`src/rtl/spi_csel_pkg.sv`:
```
// Shared types for the chip-select sequencer.
// Assumes nothing beyond a single clock domain.
package spi_csel_pkg;

    // Phases of one word as seen on the chip-select pins.
    typedef enum logic [2:0] {
        CSQ_IDLE    = 3'd0,
        CSQ_LEAD    = 3'd1,
        CSQ_XFER    = 3'd2,
        CSQ_TRAIL   = 3'd3,
        CSQ_RELEASE = 3'd4
    } csq_state_e;

endpackage

```
`src/rtl/csel_cfg_regs.sv`:
```
// Configuration storage for the sequencer: the pending select field and
// hold flag, the lead and trail delay counts, the timer bypass bit and the
// idle level of every select line. Each group has its own write strobe.
// Assumes the strobes are single-cycle and synchronous to clk.
module csel_cfg_regs #(
    parameter int NUM_CS = 2,
    parameter int DLY_W  = 8
) (
    input  logic              clk,
    input  logic              rst_n,
    input  logic              sel_wr,
    input  logic [NUM_CS-1:0] sel_n,
    input  logic              sel_hold,
    input  logic              dly_wr,
    input  logic [DLY_W-1:0]  dly_lead,
    input  logic [DLY_W-1:0]  dly_trail,
    input  logic              tmr_wr,
    input  logic              tmr_off,
    input  logic              idle_wr,
    input  logic [NUM_CS-1:0] idle_lvl,
    output logic [NUM_CS-1:0] sel_q,
    output logic              hold_q,
    output logic [DLY_W-1:0]  lead_q,
    output logic [DLY_W-1:0]  trail_q,
    output logic              tmr_q,
    output logic [NUM_CS-1:0] idle_q
);

    // Select field and hold flag, written together.
    always_ff @(posedge clk) begin
        if (!rst_n) begin
            sel_q  <= '1;
            hold_q <= 1'b0;
        end else if (sel_wr) begin
            sel_q  <= sel_n;
            hold_q <= sel_hold;
        end
    end

    // Lead and trail delay counts.
    always_ff @(posedge clk) begin
        if (!rst_n) begin
            lead_q  <= '0;
            trail_q <= '0;
        end else if (dly_wr) begin
            lead_q  <= dly_lead;
            trail_q <= dly_trail;
        end
    end

    // Timer bypass bit.
    always_ff @(posedge clk) begin
        if (!rst_n)      tmr_q <= 1'b0;
        else if (tmr_wr) tmr_q <= tmr_off;
    end

    // Idle level of each select line.
    always_ff @(posedge clk) begin
        if (!rst_n)       idle_q <= '1;
        else if (idle_wr) idle_q <= idle_lvl;
    end

endmodule

```
`src/rtl/csel_seq_fsm.sv`:
```
// Word sequencer: accepts a word, captures its configuration, times the
// lead wait, strobes the shift engine, times the trail wait and releases
// (or parks, when the hold flag was set). Delays are counted in clk cycles.
// Assumes word_valid is held by its source until start is seen, and that
// word_done is a single-cycle pulse from the shift engine.
module csel_seq_fsm
    import spi_csel_pkg::*;
#(
    parameter int NUM_CS = 2,
    parameter int DLY_W  = 8
) (
    input  logic              clk,
    input  logic              rst_n,
    input  logic              word_valid,
    input  logic              word_done,
    input  logic [NUM_CS-1:0] sel_q,
    input  logic              hold_q,
    input  logic [DLY_W-1:0]  lead_q,
    input  logic [DLY_W-1:0]  trail_q,
    input  logic              tmr_q,
    output csq_state_e        st_o,
    output logic [NUM_CS-1:0] act_sel,
    output logic              cs_active,
    output logic              start
);

    localparam logic [DLY_W-1:0] CNT_ONE  = {{(DLY_W-1){1'b0}}, 1'b1};
    localparam logic [DLY_W-1:0] CNT_ZERO = '0;

    csq_state_e        st, st_nx;
    logic [DLY_W-1:0]  cnt, cnt_nx;
    logic              start_nx;
    logic              act_hold;
    logic              act_byp;
    logic [DLY_W-1:0]  act_trail;
    logic              accept;
    logic              lead_none;
    logic [DLY_W-1:0]  trail_eff;

    // A word is taken from idle, or during a held trail/park phase.
    assign accept    = word_valid &&
                       ((st == CSQ_IDLE) || ((st == CSQ_TRAIL) && act_hold));
    assign lead_none = tmr_q || (lead_q == CNT_ZERO);
    assign trail_eff = act_byp ? CNT_ZERO : act_trail;

    // Next-state and counter logic for one word's phases.
    always_comb begin
        st_nx    = st;
        cnt_nx   = cnt;
        start_nx = 1'b0;
        unique case (st)
            CSQ_IDLE: begin
                if (word_valid) begin
                    if (lead_none) begin
                        st_nx    = CSQ_XFER;
                        start_nx = 1'b1;
                    end else begin
                        st_nx  = CSQ_LEAD;
                        cnt_nx = lead_q;
                    end
                end
            end
            CSQ_LEAD: begin
                if (cnt == CNT_ONE) begin
                    st_nx    = CSQ_XFER;
                    start_nx = 1'b1;
                end else begin
                    cnt_nx = cnt - CNT_ONE;
                end
            end
            CSQ_XFER: begin
                if (word_done) begin
                    if (trail_eff == CNT_ZERO) begin
                        st_nx  = act_hold ? CSQ_TRAIL : CSQ_RELEASE;
                        cnt_nx = CNT_ZERO;
                    end else begin
                        st_nx  = CSQ_TRAIL;
                        cnt_nx = trail_eff;
                    end
                end
            end
            CSQ_TRAIL: begin
                if (act_hold && word_valid) begin
                    st_nx    = CSQ_XFER;
                    start_nx = 1'b1;
                end else if (cnt > CNT_ONE) begin
                    cnt_nx = cnt - CNT_ONE;
                end else if (!act_hold) begin
                    st_nx = CSQ_RELEASE;
                end else begin
                    cnt_nx = CNT_ZERO;
                    if (!hold_q) st_nx = CSQ_RELEASE;
                end
            end
            CSQ_RELEASE: st_nx = CSQ_IDLE;
            default:     st_nx = CSQ_IDLE;
        endcase
    end

    // State, counter and start strobe registers.
    always_ff @(posedge clk) begin
        if (!rst_n) begin
            st    <= CSQ_IDLE;
            cnt   <= CNT_ZERO;
            start <= 1'b0;
        end else begin
            st    <= st_nx;
            cnt   <= cnt_nx;
            start <= start_nx;
        end
    end

    // Capture the word's configuration at acceptance.
    always_ff @(posedge clk) begin
        if (!rst_n) begin
            act_sel   <= '1;
            act_hold  <= 1'b0;
            act_byp   <= 1'b0;
            act_trail <= CNT_ZERO;
        end else if (accept) begin
            act_sel   <= sel_q;
            act_hold  <= hold_q;
            act_byp   <= tmr_q;
            act_trail <= trail_q;
        end
    end

    assign st_o      = st;
    assign cs_active = (st == CSQ_LEAD) || (st == CSQ_XFER) || (st == CSQ_TRAIL);

endmodule

```
`src/rtl/csel_pin_drv.sv`:
```
// Pin driver: each select line shows its idle level, except during a word
// when a line whose captured field bit is 0 is pulled low.
// Assumes cs_active is a registered phase indication from the sequencer.
module csel_pin_drv #(
    parameter int NUM_CS = 2
) (
    input  logic              cs_active,
    input  logic [NUM_CS-1:0] act_sel,
    input  logic [NUM_CS-1:0] idle_q,
    output logic [NUM_CS-1:0] cs_n
);

    // One driver per select line.
    for (genvar i = 0; i < NUM_CS; i++) begin : g_line
        assign cs_n[i] = (cs_active && !act_sel[i]) ? 1'b0 : idle_q[i];
    end

endmodule

```
`src/rtl/spi_csel_seq.sv`:
```
// Top of the chip-select sequencer: configuration registers, word
// sequencer and per-line pin drivers. Assumes one clock domain and a
// shift engine that answers each start with exactly one word_done.
module spi_csel_seq
    import spi_csel_pkg::*;
#(
    parameter int NUM_CS = 2,
    parameter int DLY_W  = 8
) (
    input  logic              clk,
    input  logic              rst_n,
    input  logic              sel_wr,
    input  logic [NUM_CS-1:0] sel_n,
    input  logic              sel_hold,
    input  logic              dly_wr,
    input  logic [DLY_W-1:0]  dly_lead,
    input  logic [DLY_W-1:0]  dly_trail,
    input  logic              tmr_wr,
    input  logic              tmr_off,
    input  logic              idle_wr,
    input  logic [NUM_CS-1:0] idle_lvl,
    input  logic              word_valid,
    input  logic              word_done,
    output logic              start,
    output logic [NUM_CS-1:0] cs_n
);

    logic [NUM_CS-1:0] sel_q;
    logic              hold_q;
    logic [DLY_W-1:0]  lead_q;
    logic [DLY_W-1:0]  trail_q;
    logic              tmr_q;
    logic [NUM_CS-1:0] idle_q;
    csq_state_e        st_q;
    logic [NUM_CS-1:0] act_sel;
    logic              cs_active;

    csel_cfg_regs #(.NUM_CS(NUM_CS), .DLY_W(DLY_W)) u_cfg (
        .clk(clk), .rst_n(rst_n),
        .sel_wr(sel_wr), .sel_n(sel_n), .sel_hold(sel_hold),
        .dly_wr(dly_wr), .dly_lead(dly_lead), .dly_trail(dly_trail),
        .tmr_wr(tmr_wr), .tmr_off(tmr_off),
        .idle_wr(idle_wr), .idle_lvl(idle_lvl),
        .sel_q(sel_q), .hold_q(hold_q), .lead_q(lead_q),
        .trail_q(trail_q), .tmr_q(tmr_q), .idle_q(idle_q)
    );

    csel_seq_fsm #(.NUM_CS(NUM_CS), .DLY_W(DLY_W)) u_fsm (
        .clk(clk), .rst_n(rst_n),
        .word_valid(word_valid), .word_done(word_done),
        .sel_q(sel_q), .hold_q(hold_q), .lead_q(lead_q),
        .trail_q(trail_q), .tmr_q(tmr_q),
        .st_o(st_q), .act_sel(act_sel), .cs_active(cs_active),
        .start(start)
    );

    csel_pin_drv #(.NUM_CS(NUM_CS)) u_pins (
        .cs_active(cs_active), .act_sel(act_sel), .idle_q(idle_q),
        .cs_n(cs_n)
    );

endmodule

```
`config.mk`:
```
export PLATFORM = sky130hd
export DESIGN_NAME = spi_csel_seq
export DESIGN_NICKNAME = d
export VERILOG_FILES = /design/src/rtl/spi_csel_pkg.sv /design/src/rtl/csel_cfg_regs.sv /design/src/rtl/csel_seq_fsm.sv /design/src/rtl/csel_pin_drv.sv /design/src/rtl/spi_csel_seq.sv
export SDC_FILE = /design/constraint.sdc
export NUM_CORES = 1
export LEC_CHECK = 0
export BUFFER_PORTS_ARGS = -buffer_cell sky130_fd_sc_hd__buf_2
export CAP_MARGIN = 15
export CORE_MARGIN = 5
export CORE_UTILIZATION = 40
export CTS_BUF_LIST = sky130_fd_sc_hd__clkbuf_4
export CTS_CLUSTER_DIAMETER = 120
export DETAILED_ROUTE_END_ITERATION = 7
export SLEW_MARGIN = 10
export SYNTH_ARGS = -nofsm -noshare
export SYNTH_HDL_FRONTEND = slang
export SYNTH_SLANG_ARGS = --single-unit
export TNS_END_PERCENT = 1
```
`constraint.sdc`:
```
create_clock -name clk -period 2.4 [get_ports clk]
set_input_delay 0.24 -clock clk [delete_from_list [all_inputs] [get_ports clk]]
set_output_delay 0.24 -clock clk [all_outputs]
set_load 0.005 [all_outputs]
```
==> metrics.csv, run 1 <==
metric,value,unit
grt_use_met3,3.592,%
synth_xor_area_share,1.949,%
cts_sinks,46,
drv_cap,0,
drc,0,
design_area,0.002590,mm²
grt.total_usage,15.01,%
synth.mux.area_fraction,14.70,%
ys_warn_count,0,
place.gp.congestion,0.8239,
fmax,431.7,MHz
cts_buffers,5,
critPathSlowestCell,or4_4,
endpoint_kind,register,
vias,1928,
place_area,0.002535,mm²
htreeDepth,2,
grt.overflow.total,0,
antenna_found_initial,0,
grt_max_degree,29,
slew_violations,0,
syn_area,0.002247,mm²
drtIter0Drc,119,
hpwl,3.949,mm
worstMarginPinSlew,0.4780,ns
critPathBufInv,0,
fin_crit,2.317,ns
syn_nets,282,
ys_dominant_reg_cell,dfxtp_1,
yosys.area_share.adder,1.114,%
drt-pass1-iter-count,4,
die_h,84.95,µm
peakVddDrop,0.3725,mV
drive_gt1_share,21.45,%
synth_top_family_by_area,simple AND/OR/NAND/NOR gates,
fin_skew,0.007380,ns
arrival,2.59,ns
synth.top_cell.area_share,40.98,%
synth-seq-cells,46,
synth_cell_type_count,50,
syn_inst,250,
synth_area_leaders,"dfxtp_1 41%, mux2i_1 15%, nor2_1 6.0%",
pwr_density_cell,992.1,mW/mm²
cp_max_fo,7,
finalSetupViolCount,0,
wl_per_cell,14.44,µm
finalCritPeriodShare,96.53,%
synth-compound-area-share,18.10,%
status,finished clean,
first_global_vias,1837,
use_met2,22.88,%
final.setup.tns,0,ns
drt-total-wl,5.214,mm
die_area,0.007217,mm²
critPathMaxStageDelay,0.58,ns
clock_path_buffers,2,
ys_seq_area_share,40.98,%
crit_chain,or4_4 -> or4b_4 -> o31ai_2 -> nor2_1 -> o32ai_1,
critPathTopFamily,simple AND/OR/NAND/NOR gates,
syn_avg_cell_area,8.989,µm²
rsz0062_at_grt,no,
cts_hold_buf,0,
clk_pin_slew,0.13,ns
cp.required,2.67,ns
crit_path_start_kind,register,
area_delta_synth_final,15.26,%
portBuffers,32,
use_met1,20.84,%
drt.antenna.violating_nets,0,
ctsRootBufferMaster,clkbuf_4,
grt_pass1_wl,8.963,mm
insertion_delay,0.36,ns
start_util,41.06,%
slew_headroom,68.07,%
via_per_inst,5.341,
num_rows,27,
tritoncts,built,
hp-class,in2reg,
synthArstFlopShare,0,%
coreArea,0.005473,mm²
synth_edf_count,0,
synth-simple-area-share,18.99,%
post-synth-top-count-cell,dfxtp_1,
grt.busiest_layer,met2,
yosys.area.top_type,dfxtp_1,
p_leak,1.088,nW
io_pins,33,
worstSetupPathType,reg2reg,
antenna_cells,0,
nets,320,
synth_commonest_cells,"46 x dfxtp_1, 36 x nor2_1, 33 x mux2i_1",
die_x,84.95,µm
finalHoldViolCount,0,
==> flip-flops by register name, summed over array words and instances, names as in the netlist <==
| signal | flops |
|---|---|
| u_fsm.act_trail | 8 |
| u_fsm.st_o | 3 |
| u_fsm.act_hold | 1 |
| u_cfg.idle_q | 2 |
| u_fsm.cnt | 8 |
| u_cfg.trail_q | 8 |
| u_cfg.sel_q | 2 |
| u_fsm.act_byp | 1 |
| u_cfg.tmr_q | 1 |
| u_cfg.hold_q | 1 |
| u_cfg.lead_q | 8 |
| u_fsm.start | 1 |
| u_fsm.act_sel | 2 |
==> cell families after synthesis <==
family                   Yosys count
AO/OA/AOI/OAI                     56
adder cells (fa/ha/maj)            2
buffers and inverters             23
AND/OR/NAND/NOR                   85
multiplexers                      33
XOR/XNOR                           5
flip-flops                        46
==> report_power, final <==
part	internal, mW	total [mW]	switching (mW)
Sequential	0.870	0.985	0.115
Clock	0.109	0.358	0.248
Combinational	0.575	1.23	0.652
Total	1.55	2.57	1.02
==> what timing repair did <==
item	4_1_cts	5_1_grt
gates resized for setup	0	1
buffers inserted	0	0
endpoints found under the setup margin	0	3
==> layout make-up <==
type	instances	area, µm²
Clock buffer	5	37.54
Clock inverter	3	16.27
Fill cell	571	2883
Inverter	9	33.78
Multi-Input combinational cell	181	1232
Sequential cell	46	922.1
Tap cell	72	90.09
Timing Repair Buffer	45	257.7
==> layout by cell type, fill, tap and decap left out, types with 2 or more instances in the layout <==
| cell type | netlist | routed |
|---|---|---|
| dfxtp_1 | 46 | 45 |
| nor4_1 | 8 | 8 |
| o31ai_1 | 2 | 2 |
| o221a_2 | 2 | 2 |
| and2_1 | 3 | 3 |
| a2111oi_0 | 2 | 2 |
| inv_1 | 8 | 8 |
| o21ai_0 | 11 | 11 |
| ha_1 | 2 | 2 |
| mux2i_1 | 33 | 33 |
| buf_4 | 0 | 13 |
| nand4_1 | 2 | 2 |
| o21a_1 | 4 | 4 |
| nand3_1 | 3 | 3 |
| o32ai_1 | 3 | 3 |
| nor3b_1 | 3 | 3 |
| buf_2 | 0 | 32 |
| xnor2_1 | 5 | 5 |
| nand2b_1 | 4 | 4 |
| nand2_1 | 13 | 13 |
| o22ai_1 | 3 | 3 |
| a21oi_1 | 10 | 10 |
| o21bai_1 | 2 | 2 |
| nor2_1 | 36 | 36 |
| nor3_1 | 4 | 4 |
| nor2b_1 | 4 | 4 |
| clkbuf_4 | 0 | 5 |
==> per-stage QoR <==
stage          worst slack, ns  total power, mW  std cells  hold WS (ns)  util (%)
3_5_place_dp           0.09158            2.212        353        0.4603     46.32
4_1_cts                0.06227            2.583        361       0.06944     47.30
5_1_grt               0.002015            2.774        361       0.08572     47.33
3_3_place_gp            0.1076            2.214        353        0.4536     46.32
6_report               0.08339            2.569        361       0.08957     47.33
2_1_floorplan           0.1050            1.881        250        0.3684         -
==> worst min-delay path: cells and delay by family <==
kind	cells	cell delay, ns
buf+inv	1	0.07
mux	1	0.05
simple gates	1	0.06
==> metal layers <==
layer  vias up  wire length [µm]  share of wire [%]
li1        983                 -                  -
met1       909              2605                 50
met2        29              2373                 46
met3         7               155                3.0
met4         0                80                1.5
met5         -                 0                  0
==> path summary, 6_finish.rpt <==
| kind | from | slack [ns] | end | cells after the start |
|---|---|---|---|---|
| max | u_fsm.cnt[5] | 0.08 | u_fsm.cnt[1] | 5 |
| min | sel_n[0] | 0.09 | u_cfg.sel_q[0] | 3 |
| max reg2reg | u_fsm.cnt[5] | 0.08 | u_fsm.cnt[1] | 5 |
| min reg2reg | u_cfg.idle_q[0] | 0.49 | u_cfg.idle_q[0] | 2 |
Power figures use the tool's default switching activity.
==> run 2, diff against run 1 <==
--- a/config.mk
+++ b/config.mk
@@ -12,6 +12,7 @@
 export CTS_BUF_LIST = sky130_fd_sc_hd__clkbuf_4
 export CTS_CLUSTER_DIAMETER = 120
 export DETAILED_ROUTE_END_ITERATION = 7
+export MAX_ROUTING_LAYER = met4
 export SLEW_MARGIN = 10
 export SYNTH_ARGS = -nofsm -noshare
 export SYNTH_HDL_FRONTEND = slang
==> constraint.sdc (replaced) <==
create_clock -name clk -period 2.4 [get_ports clk]
set_input_delay 0.24 -clock clk [delete_from_list [all_inputs] [get_ports clk]]
set_output_delay 0.24 -clock clk [all_outputs]
set_load 0.01 [all_outputs]
==> run 2 against run 1 <==
- routed wire length about the same
- maximum frequency down 0.33%
- hold slack better by 0.0041 ns
- final area unchanged
- sequential share of layout area unchanged
- critical path depth unchanged
- largest cell class unchanged
- highest routed layer unchanged
==> metrics.csv, run 2 (synthesized netlist as in run 1, its figures left out) <==
metric,value,unit,change
reg2reg_from,u_fsm.cnt[5],,
area_delta_synth_final,15.26,%,unchanged
drv_cap,0,,unchanged
start_util,41.06,%,unchanged
fin_skew,0.007463,ns,+0.00008312 ns
status,finished clean,,
seqCellArea,922.1,µm²,unchanged
critPathMaxStageDelay,0.58,ns,about the same
clk_pin_slew,0.13,ns,about the same
cts_hold_buf,0,,unchanged
slew_headroom,67.66,%,-0.41 points
drt-pass1-iter-count,4,,unchanged
endpoint_kind,register,,
hold_path_end,u_cfg.sel_q[0],,
worstMarginPinSlew,0.4833,ns,+0.005311 ns
critPathTopFamily,simple AND/OR/NAND/NOR gates,,
nets,320,,unchanged
die_h,84.95,µm,unchanged
cts_buffers,5,,unchanged
slew_violations,0,,unchanged
grt_pass1_wl,8.949,mm,-0.16%
drt.antenna.violating_nets,0,,unchanged
first_global_vias,1841,,+0.22%
cp_max_fo,7,,unchanged
hp-class,in2reg,,
holdPathStages,3,,unchanged
drive_gt1_share,21.45,%,unchanged
p_leak,1.088,nW,unchanged
fmax,430.3,MHz,-0.33%
finalSetupViolCount,0,,unchanged
post_cts_buffers,0,,unchanged
multi_input_area,0.001232,mm²,unchanged
min_from,sel_n[0],,
utilization,47.33,%,unchanged
finalHoldViolCount,0,,unchanged
crit_chain,or4_4 -> or4b_4 -> o31ai_2 -> nor2_1 -> o32ai_1,,
reg2reg_depth,5,,unchanged
clock_path_buffers,2,,unchanged
ctsRootBufferMaster,clkbuf_4,,
die_x,84.95,µm,unchanged
r2r_slack,0.08,ns,about the same
io_pins,33,,unchanged
mostFrequentLayoutCells,"45 x dfxtp_1, 36 x nor2_1, 33 x mux2i_1, 32 x buf_2",,
final_common_cell,dfxtp_1,,
antenna_found_initial,0,,unchanged
fin_crit,2.324,ns,+0.007567 ns
critPathSlowestCell,or4_4,,
num_rows,27,,unchanged
htreeDepth,2,,unchanged
place.gp.congestion,0.8363,,+1.5%
finalCritPeriodShare,96.84,%,+0.32 points
pwr_density_cell,993.5,mW/mm²,+0.14%
grt_max_degree,29,,unchanged
worstSetupPathType,reg2reg,,
reg2reg_to,u_fsm.cnt[1],,
vias,1937,,+0.47%
peakVddDrop,0.3721,mV,-0.10%
portBuffers,32,,unchanged
rsz0062_at_grt,no,,
critPathBufInv,0,,unchanged
crit_path_start_kind,register,,
grt.total_usage,15.41,%,+0.40 points
hpwl,3.949,mm,unchanged
fillCellCount,571,,unchanged
antenna_cells,0,,unchanged
cp.required,2.67,ns,about the same
drtIter0Drc,136,,+14%
tritoncts,built,,
cts_sinks,46,,unchanged
arrival,2.59,ns,about the same
coreArea,0.005473,mm²,unchanged
via_per_inst,5.366,,+0.47%
final.setup.tns,0,ns,unchanged
wl_per_cell,14.45,µm,about the same
drc,0,,unchanged
drt-total-wl,5.217,mm,about the same
die_area,0.007217,mm²,unchanged
grt.overflow.total,0,,unchanged
insertion_delay,0.35,ns,about the same
run 2: cell counts in the layout (fill, tap and decap cells not counted):
Identical to the previous run, type by type.
run 2: timing repair:
action                                  4_1_cts  5_1_grt
resized for setup                             0        1
endpoints found under the setup margin        0        3
hold endpoints to repair                      0        0
run 2: cell type report:
type	instances	share of cell area, %
Multi-Input combinational cell	181	47.58
Sequential cell	46	35.60
Timing Repair Buffer	45	9.952
Tap cell	72	3.478
Clock buffer	5	1.449
Inverter	9	1.304
Clock inverter	3	0.6280
run 2: how the worst max path moves through the flow:
stage	slack, ns	startpoint	end	cells after the start
final	0.08	u_fsm.cnt[5]	u_fsm.cnt[1]	5
after global routing	0.002	u_fsm.cnt[5]	u_fsm.cnt[1]	5
after CTS	0.06	u_fsm.cnt[5]	u_fsm.cnt[1]	5
after detailed placement	0.09	u_fsm.cnt[5]	u_fsm.cnt[1]	5
after global placement	0.11	u_fsm.cnt[5]	u_fsm.st_o[1]	5
after floorplan	0.11	u_fsm.cnt[2]	u_fsm.st_o[1]	6
run 2: tightest hold or removal path: stages:
cell     delay, ns
buf_2         0.07
mux2i_1       0.05
nand2_1       0.06
run 2: power by group:
part	internal [mW]	total (mW)	switching [mW]
registers	0.870	0.986	0.116
logic	0.575	1.23	0.656
clock network	0.109	0.356	0.246
total	1.55	2.57	1.02
run 2: per-stage QoR:
| step | std cells | setup slack (ns) | power (mW) | hold WS (ns) | instance area [µm²] |
|---|---|---|---|---|---|
| after global routing | 361 | 0.001723 | 2.776 | 0.08572 | 2590 |
| after CTS | 361 | 0.06227 | 2.585 | 0.06944 | 2589 |
| after global placement | 353 | 0.1076 | 2.216 | 0.4536 | 2535 |
| after floorplan | 250 | 0.1050 | 1.883 | 0.3684 | 2247 |
| final | 361 | 0.07583 | 2.573 | 0.09370 | 2590 |
| after detailed placement | 353 | 0.09158 | 2.214 | 0.4603 | 2535 |
run 2: routing by layer:
metal	global-route usage, %	wire length [µm]
met5	-	0
met3	3.495	182
met1	20.66	2621
met2	23.02	2324
met4	4.748	89
==> run 3, diff against run 2 <==
--- a/config.mk
+++ b/config.mk
@@ -8,11 +8,13 @@
 export BUFFER_PORTS_ARGS = -buffer_cell sky130_fd_sc_hd__buf_2
 export CAP_MARGIN = 15
 export CORE_MARGIN = 5
-export CORE_UTILIZATION = 40
+export CORE_UTILIZATION = 53
 export CTS_BUF_LIST = sky130_fd_sc_hd__clkbuf_4
 export CTS_CLUSTER_DIAMETER = 120
 export DETAILED_ROUTE_END_ITERATION = 7
 export MAX_ROUTING_LAYER = met4
+export PLACE_DENSITY = 0.78
+export RECOVER_POWER = 100
 export SLEW_MARGIN = 10
 export SYNTH_ARGS = -nofsm -noshare
 export SYNTH_HDL_FRONTEND = slang
==> run 3 against run 2 <==
- clock-buffer cell count unchanged
- flip-flop and latch count unchanged
- final area unchanged
- die area decreased by 22%
- critical endpoint is now u_fsm.st_o[1]
- combinational power about the same
- maximum frequency increased by 0.38%
- clock skew increased by 0.0062 ns
- global-route usage increased by 5.6 points
- register-to-register slack about the same
- hold slack got worse by 0.011 ns
==> metrics.csv, run 3 (synthesized netlist as in run 1, its figures left out) <==
metric,value,unit,change
cts_sinks,46,,unchanged
fin_crit,2.315,ns,-0.008759 ns
drc,0,,unchanged
grt_max_degree,29,,unchanged
portBuffers,32,,unchanged
place_area,0.002500,mm²,-1.4%
crit_path_start_kind,register,,
coreArea,0.004058,mm²,-26%
final_common_cell,dfxtp_1,,
first_global_vias,1891,,+2.7%
cts_hold_buf,0,,unchanged
via_per_inst,5.929,,+10%
cp.required,2.69,ns,+0.02 ns
fin_skew,0.01369,ns,+0.006222 ns
rsz0062_at_grt,yes,,
cp-endpoint,u_fsm.st_o[1],,
insertion_delay,0.36,ns,about the same
slew_headroom,61.63,%,-6.0 points
drv_cap,0,,unchanged
clk_pin_slew,0.14,ns,about the same
mostFrequentLayoutCells,"44 x dfxtp_1, 36 x nor2_1, 33 x mux2i_1, 32 x buf_2, 13 x nand2_1",,
hpwl,3.844,mm,-2.7%
grt_pass1_wl,8.832,mm,-1.3%
wl_per_cell,15.37,µm,+6.4%
holdPathStages,3,,unchanged
pwr_density_cell,1055,mW/mm²,+6.2%
cts_buffers,5,,unchanged
path_depth,5,,unchanged
reg2reg_depth,5,,unchanged
peakVddDrop,0.5703,mV,+53%
drt.antenna.violating_nets,0,,unchanged
worstSetupStartpoint,u_fsm.cnt[5],,
slew_violations,0,,unchanged
seqCellArea,923.4,µm²,+0.14%
reg2reg_to,u_fsm.st_o[1],,
drt-total-wl,5.195,mm,-0.42%
drtIter0Drc,221,,+63%
ctsRootBufferMaster,clkbuf_4,,
r2r_slack,0.08,ns,about the same
nets,319,,-0.31%
p_leak,1.101,nW,+1.3%
io_pins,33,,unchanged
fmax,431.9,MHz,+0.38%
reg2reg_from,u_fsm.cnt[5],,
grt.overflow.total,0,,unchanged
utilization,63.83,%,+17 points
hp-class,in2reg,,
drt-pass1-iter-count,6,,+2
critPathMaxStageDelay,0.56,ns,-0.02 ns
die_h,75.12,µm,-12%
multi_input_area,0.001239,mm²,+0.51%
design_area,0.002590,mm²,unchanged
tritoncts,built,,
die_area,0.005642,mm²,-22%
start_util,55.38,%,+14 points
finalHoldViolCount,0,,unchanged
finalSetupViolCount,0,,unchanged
worstSetupPathType,reg2reg,,
num_rows,23,,-15%
finalCritPeriodShare,96.48,%,-0.36 points
place.gp.congestion,0.9586,,+15%
worstMarginPinSlew,0.5721,ns,+0.08877 ns
fillCellCount,329,,-42%
antenna_found_initial,0,,unchanged
htreeDepth,2,,unchanged
antenna_cells,0,,unchanged
area_delta_synth_final,15.26,%,unchanged
clock_path_buffers,2,,unchanged
arrival,2.60,ns,about the same
cts_resized,0,,unchanged
crit_chain,or4_4 -> or4b_4 -> a21oi_2 -> or3b_1 -> o31ai_1,,
vias,2004,,+3.5%
endpoint_kind,register,,
cp_max_fo,4,,-3
status,finished clean,,
critPathSlowestCell,or4_4,,
post_cts_buffers,0,,unchanged
die_x,75.12,µm,-12%
critPathBufInv,0,,unchanged
min_from,idle_lvl[0],,
critPathTopFamily,simple AND/OR/NAND/NOR gates,,
grt.total_usage,20.96,%,+5.6 points
drive_gt1_share,22.22,%,+0.77 points
==> run 3: cell types whose count changed in the layout (fill, tap and decap cells not counted), sizes merged <==
cell / change
buf: -1
bufinv: +1
clkinv: -1
clkinvlp: -1
inv: +1
==> run 3: worst min path at each step <==
| stage | endpoint | slack [ns] |
|---|---|---|
| floorplan | u_cfg.sel_q[0] | 0.37 |
| global placement | u_cfg.idle_q[0] | 0.45 |
| detailed placement | u_cfg.sel_q[1] | 0.46 |
| CTS | u_cfg.idle_q[0] | 0.08 |
| global route | u_cfg.idle_q[0] | 0.08 |
| finish | u_cfg.idle_q[0] | 0.08 |
==> run 3: worst min-delay path, cell delays in order <==
cell	delay (ns)
buf_2	0.07
mux2i_1	0.06
nand2_1	0.06
==> run 3: area by class of cell <==
class / count / area share (%)
Inverter: 9 / 1.304
Sequential cell: 46 / 35.65
Clock inverter: 3 / 1.691
Tap cell: 50 / 2.415
Multi-Input combinational cell: 181 / 47.83
Timing Repair Buffer: 44 / 9.662
Clock buffer: 5 / 1.449
==> run 3: through the flow <==
stage	TNS, ns	worst slack, ns	cells	hold WS (ns)	power [mW]
after floorplan	0	0.1050	250	0.3684	1.883
after global placement	0	0.1522	330	0.4547	2.203
after detailed placement	0	0.08406	330	0.4649	2.227
after CTS	0	0.01835	338	0.08018	2.707
after global routing	-0.003352	-0.003352	338	0.08469	2.913
final	0	0.08458	338	0.08257	2.732
==> run 3: where the power goes <==
group | switching, mW | internal, mW | leakage (nW)
combinational | 0.668 | 0.590 | 0.677
sequential | 0.126 | 0.871 | 0.378
clock | 0.256 | 0.221 | 0.0456
total | 1.05 | 1.68 | 1.10
==> run 3: layer usage <==
| layer | vias to the layer above | wire [µm] | GRT usage (%) |
|---|---|---|---|
| met5 | - | 0 | - |
| met4 | 0 | 61 | 5.534 |
| met3 | 10 | 284 | 4.005 |
| met2 | 71 | 2505 | 33.37 |
| met1 | 944 | 2344 | 27.28 |
| li1 | 979 | - | - |
